[src/rtl/vshrink_pkg.sv]
`timescale 1ns/1ps
package vshrink_pkg;
   typedef enum logic {
      HALF_TOP    = 1'b0,
      HALF_BOTTOM = 1'b1
   } half_e;

   localparam int LAT_MIN = 1;
   localparam int LAT_MAX = 2;
endpackage

[src/rtl/vshrink_addr_gen.sv]
`timescale 1ns/1ps
module vshrink_addr_gen import vshrink_pkg::*; #(
   parameter  int ZOOM_W = 8,
   parameter  int IDX_W  = 8,
   localparam int LINE_W = IDX_W + 1,
   localparam int ADDR_W = ZOOM_W + IDX_W
) (
   input  logic [LINE_W-1:0] scanline,
   input  logic [LINE_W-1:0] ypos,
   input  logic [ZOOM_W-1:0] zoom,
   output logic [ADDR_W-1:0] addr,
   output half_e             half
);
   logic [LINE_W-1:0] line_num;
   logic [IDX_W-1:0]  idx;

   always_comb begin
      line_num = scanline - ypos;
      half     = half_e'(line_num[LINE_W-1]);
      idx      = (half == HALF_BOTTOM) ? ~line_num[IDX_W-1:0] : line_num[IDX_W-1:0];
      addr     = {zoom, idx};
   end
endmodule

[src/rtl/vshrink_tag_pipe.sv]
`timescale 1ns/1ps
module vshrink_tag_pipe import vshrink_pkg::*; #(
   parameter int RD_LAT = 1
) (
   input  logic  clk,
   input  logic  rst,
   input  logic  in_vld,
   input  half_e in_half,
   output logic  out_vld,
   output half_e out_half
);
   logic [RD_LAT-1:0] vld_sr;
   logic [RD_LAT-1:0] half_sr;

   generate
      if (RD_LAT == 1) begin : g_one
         always_ff @(posedge clk) begin
            if (rst) begin
               vld_sr  <= '0;
               half_sr <= '0;
            end else begin
               vld_sr  <= in_vld;
               half_sr <= in_half;
            end
         end
      end else begin : g_multi
         always_ff @(posedge clk) begin
            if (rst) begin
               vld_sr  <= '0;
               half_sr <= '0;
            end else begin
               vld_sr  <= {vld_sr[RD_LAT-2:0], in_vld};
               half_sr <= {half_sr[RD_LAT-2:0], in_half};
            end
         end
      end
   endgenerate

   assign out_vld  = vld_sr[RD_LAT-1];
   assign out_half = half_e'(half_sr[RD_LAT-1]);
endmodule

[src/rtl/vshrink_decode.sv]
`timescale 1ns/1ps
module vshrink_decode import vshrink_pkg::*; #(
   parameter  int DATA_W = 8,
   localparam int NIB_W  = DATA_W / 2,
   localparam int SLOT_W = NIB_W + 1
) (
   input  logic [DATA_W-1:0] data,
   input  half_e             half,
   output logic [SLOT_W-1:0] slot,
   output logic [NIB_W-1:0]  row
);
   localparam logic [SLOT_W-1:0] SLOT_MASK = {SLOT_W{1'b1}};
   localparam logic [NIB_W-1:0]  ROW_MASK  = {NIB_W{1'b1}};

   logic [SLOT_W-1:0] slot_raw;
   logic [NIB_W-1:0]  row_raw;

   always_comb begin
      slot_raw = {1'b0, data[DATA_W-1:NIB_W]};
      row_raw  = data[NIB_W-1:0];
      if (half == HALF_BOTTOM) begin
         slot = slot_raw ^ SLOT_MASK;
         row  = row_raw ^ ROW_MASK;
      end else begin
         slot = slot_raw;
         row  = row_raw;
      end
   end
endmodule

[src/rtl/sprite_vshrink_mapper.sv]
`timescale 1ns/1ps
module sprite_vshrink_mapper import vshrink_pkg::*; #(
   parameter  int ZOOM_W = 8,
   parameter  int IDX_W  = 8,
   parameter  int DATA_W = 8,
   parameter  int RD_LAT = 1,
   localparam int LINE_W = IDX_W + 1,
   localparam int ADDR_W = ZOOM_W + IDX_W,
   localparam int NIB_W  = DATA_W / 2,
   localparam int SLOT_W = NIB_W + 1
) (
   input  logic              clk,
   input  logic              rst,
   input  logic              start,
   input  logic [LINE_W-1:0] scanline,
   input  logic [LINE_W-1:0] ypos,
   input  logic [ZOOM_W-1:0] zoom,
   output logic              mem_rd,
   output logic [ADDR_W-1:0] mem_addr,
   input  logic [DATA_W-1:0] mem_data,
   output logic              out_valid,
   output logic [SLOT_W-1:0] out_slot,
   output logic [NIB_W-1:0]  out_row
);
   generate
      if (RD_LAT < LAT_MIN || RD_LAT > LAT_MAX) begin : g_bad_lat
         $error("RD_LAT must be 1 or 2");
      end
      if (DATA_W < 2 || (DATA_W % 2) != 0) begin : g_bad_data
         $error("DATA_W must be even and at least 2");
      end
      if (IDX_W < 1 || ZOOM_W < 1) begin : g_bad_idx
         $error("IDX_W and ZOOM_W must be positive");
      end
   endgenerate

   half_e             req_half;
   logic              tag_vld;
   half_e             tag_half;
   logic [SLOT_W-1:0] dec_slot;
   logic [NIB_W-1:0]  dec_row;

   vshrink_addr_gen #(.ZOOM_W(ZOOM_W), .IDX_W(IDX_W)) u_addr (
      .scanline (scanline),
      .ypos     (ypos),
      .zoom     (zoom),
      .addr     (mem_addr),
      .half     (req_half)
   );

   assign mem_rd = start;

   vshrink_tag_pipe #(.RD_LAT(RD_LAT)) u_tag (
      .clk      (clk),
      .rst      (rst),
      .in_vld   (start),
      .in_half  (req_half),
      .out_vld  (tag_vld),
      .out_half (tag_half)
   );

   vshrink_decode #(.DATA_W(DATA_W)) u_dec (
      .data (mem_data),
      .half (tag_half),
      .slot (dec_slot),
      .row  (dec_row)
   );

   always_ff @(posedge clk) begin
      if (rst) begin
         out_valid <= 1'b0;
         out_slot  <= '0;
         out_row   <= '0;
      end else begin
         out_valid <= tag_vld;
         if (tag_vld) begin
            out_slot <= dec_slot;
            out_row  <= dec_row;
         end
      end
   end
endmodule

[config.mk]
export PLATFORM = sky130hd
export DESIGN_NAME = sprite_vshrink_mapper
export DESIGN_NICKNAME = d
export VERILOG_FILES = /design/src/rtl/vshrink_pkg.sv /design/src/rtl/vshrink_addr_gen.sv /design/src/rtl/vshrink_tag_pipe.sv /design/src/rtl/vshrink_decode.sv /design/src/rtl/sprite_vshrink_mapper.sv
export SDC_FILE = /design/constraint.sdc
export NUM_CORES = 1
export LEC_CHECK = 0
export BUFFER_PORTS_ARGS = -buffer_cell sky130_fd_sc_hd__clkbuf_2
export CAP_MARGIN = 20
export CELL_PAD_IN_SITES_DETAIL_PLACEMENT = 1
export CELL_PAD_IN_SITES_GLOBAL_PLACEMENT = 1
export CORE_UTILIZATION = 32
export CTS_BUF_LIST = sky130_fd_sc_hd__clkbuf_8
export DETAILED_ROUTE_END_ITERATION = 7
export PLACE_DENSITY_LB_ADDON = 0.1
export SLEW_MARGIN = 10
export SYNTH_ARGS = -nofsm -noshare
export SYNTH_HDL_FRONTEND = slang
export SYNTH_SLANG_ARGS = --single-unit
[constraint.sdc]
create_clock -name clk -period 3.7 [get_ports clk]
set_input_delay 0.185 -clock clk [delete_from_list [all_inputs] [get_ports clk]]
set_output_delay 0.185 -clock clk [all_outputs]
set_load 0.005 [all_outputs]
# Yosys cells after proc, flatten, opt, wreduce, memory -nomap -nowiden
# Index checks and enable logic that the tools add are counted.
dict set report word_totals {
  regBits 12
  inputBits 37
}
dict set report classes {
  add_sub_neg 1
  bitwise 3
  mux 3
}
# op n
set op_table {}
lappend op_table {{$sub A9 B9 Y9} 1}
lappend op_table {{$mux W8} 1}
lappend op_table {{$not A8 Y8} 1}
lappend op_table {{$mux W5} 1}
lappend op_table {{$not A4 Y5} 1}
lappend op_table {{$mux W4} 1}
lappend op_table {{$not A4 Y4} 1}

# Depth between registers and ports, before layout
dict set report depth {
  word_depth 3
  mapped_depth 9
  mapped_depth_nobuf 8
}

# Hierarchy
# A second synthesis with hierarchy kept.
dict set report unflattened {
  hier_cells 116
  hier_area_um2 1033.5
}
# mod area_each_um2 instances cells_each
set modules_own_cells {}
lappend modules_own_cells {vshrink_addr_gen 538.0 1 70}
lappend modules_own_cells {sprite_vshrink_mapper 354.1 1 32}
lappend modules_own_cells {vshrink_decode 88.8 1 10}
lappend modules_own_cells {vshrink_tag_pipe 52.6 1 4}

# Least setup slack after synthesis
# Ideal clock, no wire load.
dict set report synth_path {
  path_kind {in2out}
  start {input scanline[0]}
  end {output mem_addr[5]}
  required_ps 3515
  setup_slack_ps 1615
  stages 9
  arrival_ps 1900
  path_buffers 1
  path_cell_list {inv_1 ha_1 fa_1 nand2b_1 a21oi_2 o211ai_1 a32oi_1 buf_6 xnor3_1}
}
dict set report synth_via {
  elab_chain_len 3
}
# element line_no
set synth_lines {}
lappend synth_lines {{start, declared} sprite_vshrink_mapper.sv:15} ;# input logic [LINE_W-1:0] scanline,
lappend synth_lines {{$sub A9 B9 Y9 *} vshrink_addr_gen.sv:18} ;# line_num = scanline - ypos;
lappend synth_lines {{$not A8 Y8} vshrink_addr_gen.sv:20} ;# idx = (half == HALF_BOTTOM) ? ~line_num[IDX_W-1:0] : line_num[IDX_W-1:0];
lappend synth_lines {{$mux W8 *} vshrink_addr_gen.sv:20}
lappend synth_lines {{end, declared} sprite_vshrink_mapper.sv:19} ;# output logic [ADDR_W-1:0] mem_addr,
# Mark *: on every way between the ends. The rest lies on a longest branch, timed or not.

# Final worst setup path
# Same ends and word-level chain as after synthesis.

==> reports/results.ini <==
[cts]
ctsResizeCount = 0
root_buffer = clkbuf_8
post_cts_buffers = 0
cts_max_level = 1
clk_latency_ns = 0.23
tritoncts = done
ctsHoldBuffers = 0
clkSlewWorstSetupHoldPaths_ns = 0.05
cts_buffers = 3
clk_path_buf_depth = 2
cts.sinks = 12

[timing]
setup_tns_ns = 0
finalClockSkew_ns = 0.00582
finalHoldViolCount = 0
finalCritPeriodShare = 0.698
finalCriticalPeriod_ns = 2.58
fmax_mhz = 387
finalWorstSetupSlack_ns = 1.12
grt_setup_unrepaired = no
setup_violations = 0
worst_pin_slew_ns = 0.593
slew_viol_final = 0
max_slew_margin = 0.604

[synth]
synth_cell_type_count = 27
synth.area.top_cells = dfxtp_1 (24%), xnor2_1 (14%), ha_1 (10%)
ys.flop_type = dfxtp_1
avgSynthCellArea_um2 = 8.52
yosysTopAreaCell = dfxtp_1
seq_area_frac_synth = 0.243
async_reset_ff_frac = 0
synth_enable_flop_cells = 0
syn-num-nets = 162
synth.most_common_cell = xnor2_1
synth_commonest_cells = xnor2_1 (16), dfxtp_1 (12), nor2_1 (12)
postSynthCellCount = 116
synth_warnings = 0
synth_top_area_frac = 0.243
syn-cell-area_um2 = 988
synth-seq-cells = 12

[setup_path]
reg2regPathDepth = 2
worstSetupPathType = in -> out
critical_path_arrival_ns = 2.40
end_kind = output pin
crit_fanout = 7
startpoint_type = input port
r2r-start = u_tag.out_vld
worstPathRequired_ns = 3.51
crit_start = scanline[0]

[final_layout]
fill_cells = 360
final_cell_area_um2 = 1220
syn_to_final_growth_pct = 23.0
drive_gt1_frac = 0.346
diodes = 0
final_util = 0.430
stdcell_count = 184
nNetsFinal = 201

[floorplan]
coreArea_um2 = 2830
die_x_um = 57.6
die-area_um2 = 3310
die_h_um = 57.6
start_util = 0.349
fp-row-count = 19
io_pins = 64

[power_and_ir_drop]
p_per_area_nw_per_um2 = 368
leakage_nw = 0.605
ir_drop_mv = 0.118

[min_path]
min_path_cells = 2
hp-start = start
hold_path_class = in -> reg

[grt]
antenna_found_initial = 0
grtUsageMet3 = 0.0204
grt_use_met1 = 0.158
gr-usage-met2 = 0.223
grt_pass1_wl_um = 3440
grt.total_usage = 0.131
gr-total-overflow = 0
grt_pass1_vias = 830
grt_start_max_net_pins = 19
top_usage_layer = met2

[place]
place.gp.congestion = 0.714
post-place-ws_ns = 1.09
postPlaceCellArea_um2 = 1170
hpwl_um = 1720
io_buffer_count = 47
dp_cells = 181

[run]
maxCapViolCount = 0

[run_status]
status = finished with violations
violations = DRC

[route]
avgViaCountPerCell = 4.80
drt_wl_total_um = 2060
num_vias = 883
drc = 3
drt_iter0_markers = 9
detail-route-antenna-nets = 0
post_drt_wl_per_cell_um = 11.2
drt-pass1-iter-count = 6

-- where the power goes --
group / internal, mW / switching, mW / leakage (nW) / total [mW]
registers: 0.139 / 0.0116 / 0.0991 / 0.151
logic: 0.102 / 0.0828 / 0.484 / 0.185
clock network: 0.0711 / 0.0408 / 0.0216 / 0.112
-- cells by family after synthesis --
kind of cell,after synthesis,share of synthesized area
compound gates,25,0.170
xor+xnor,21,0.200
fa+ha+maj,9,0.122
buf+inv,24,0.134
flops,12,0.243
mux,1,0.0101
simple gates,24,0.122
-- layout by cell type, fill, tap and decap left out, types with 3 or more instances in the layout --
cell type	instances
clkbuf_8	3
ha_1	8
dfxtp_1	12
o211ai_1	3
xnor2_1	16
clkbuf_2	47
nor2_1	12
inv_1	10
o21ai_0	3
nand2b_1	5
xor2_1	4
a211oi_1	9
a21oi_1	6
nor2b_1	3
-- final timing paths --
path	end	slack [ns]
setup / recovery	mem_addr[5]	1.12
hold / removal	u_tag.out_vld	0.21
setup reg to reg	out_slot[3]	2.57
hold reg to reg	out_row[3]	0.48
-- sequential cells by signal, summed over array words and instances (netlist names) --
register / count
out_valid: 1
out_slot: 5
u_tag.out_vld: 1
out_row: 4
u_tag.out_half: 1
-- worst max-delay path, stage by stage --
cell and delay [ns]:
clkbuf_2 0.07, inv_1 0.03, ha_1 0.21, fa_1 0.40, nand2b_1 0.19, a21oi_2 0.16
o211ai_1 0.11, a32oi_1 0.36, buf_4 0.25, xnor3_1 0.30, clkbuf_2 0.12
-- layer usage --
layer  up-vias  share of wire
li1        454              -
met1       390           0.45
met2        33           0.46
met3         6          0.074
met4         0          0.015
met5         -              0
-- per-stage QoR --
stage / hold WS (ns) / total power, mW
after floorplan: 0.257 / 0.280
after global placement: 0.370 / 0.339
after detailed placement: 0.370 / 0.341
after CTS: 0.212 / 0.457
after global routing: 0.224 / 0.480
final: 0.215 / 0.448
-- cell type report --
cell class | instances | area (um^2) | area share
Clock buffer | 3 | 41.3 | 0.0340
Inverter | 10 | 37.5 | 0.0309
Timing Repair Buffer | 48 | 243 | 0.200
Multi-Input combinational cell | 80 | 616 | 0.506
Tap cell | 31 | 38.8 | 0.0319
Sequential cell | 12 | 240 | 0.198
No activity file was read; power rests on OpenSTA's default activity.
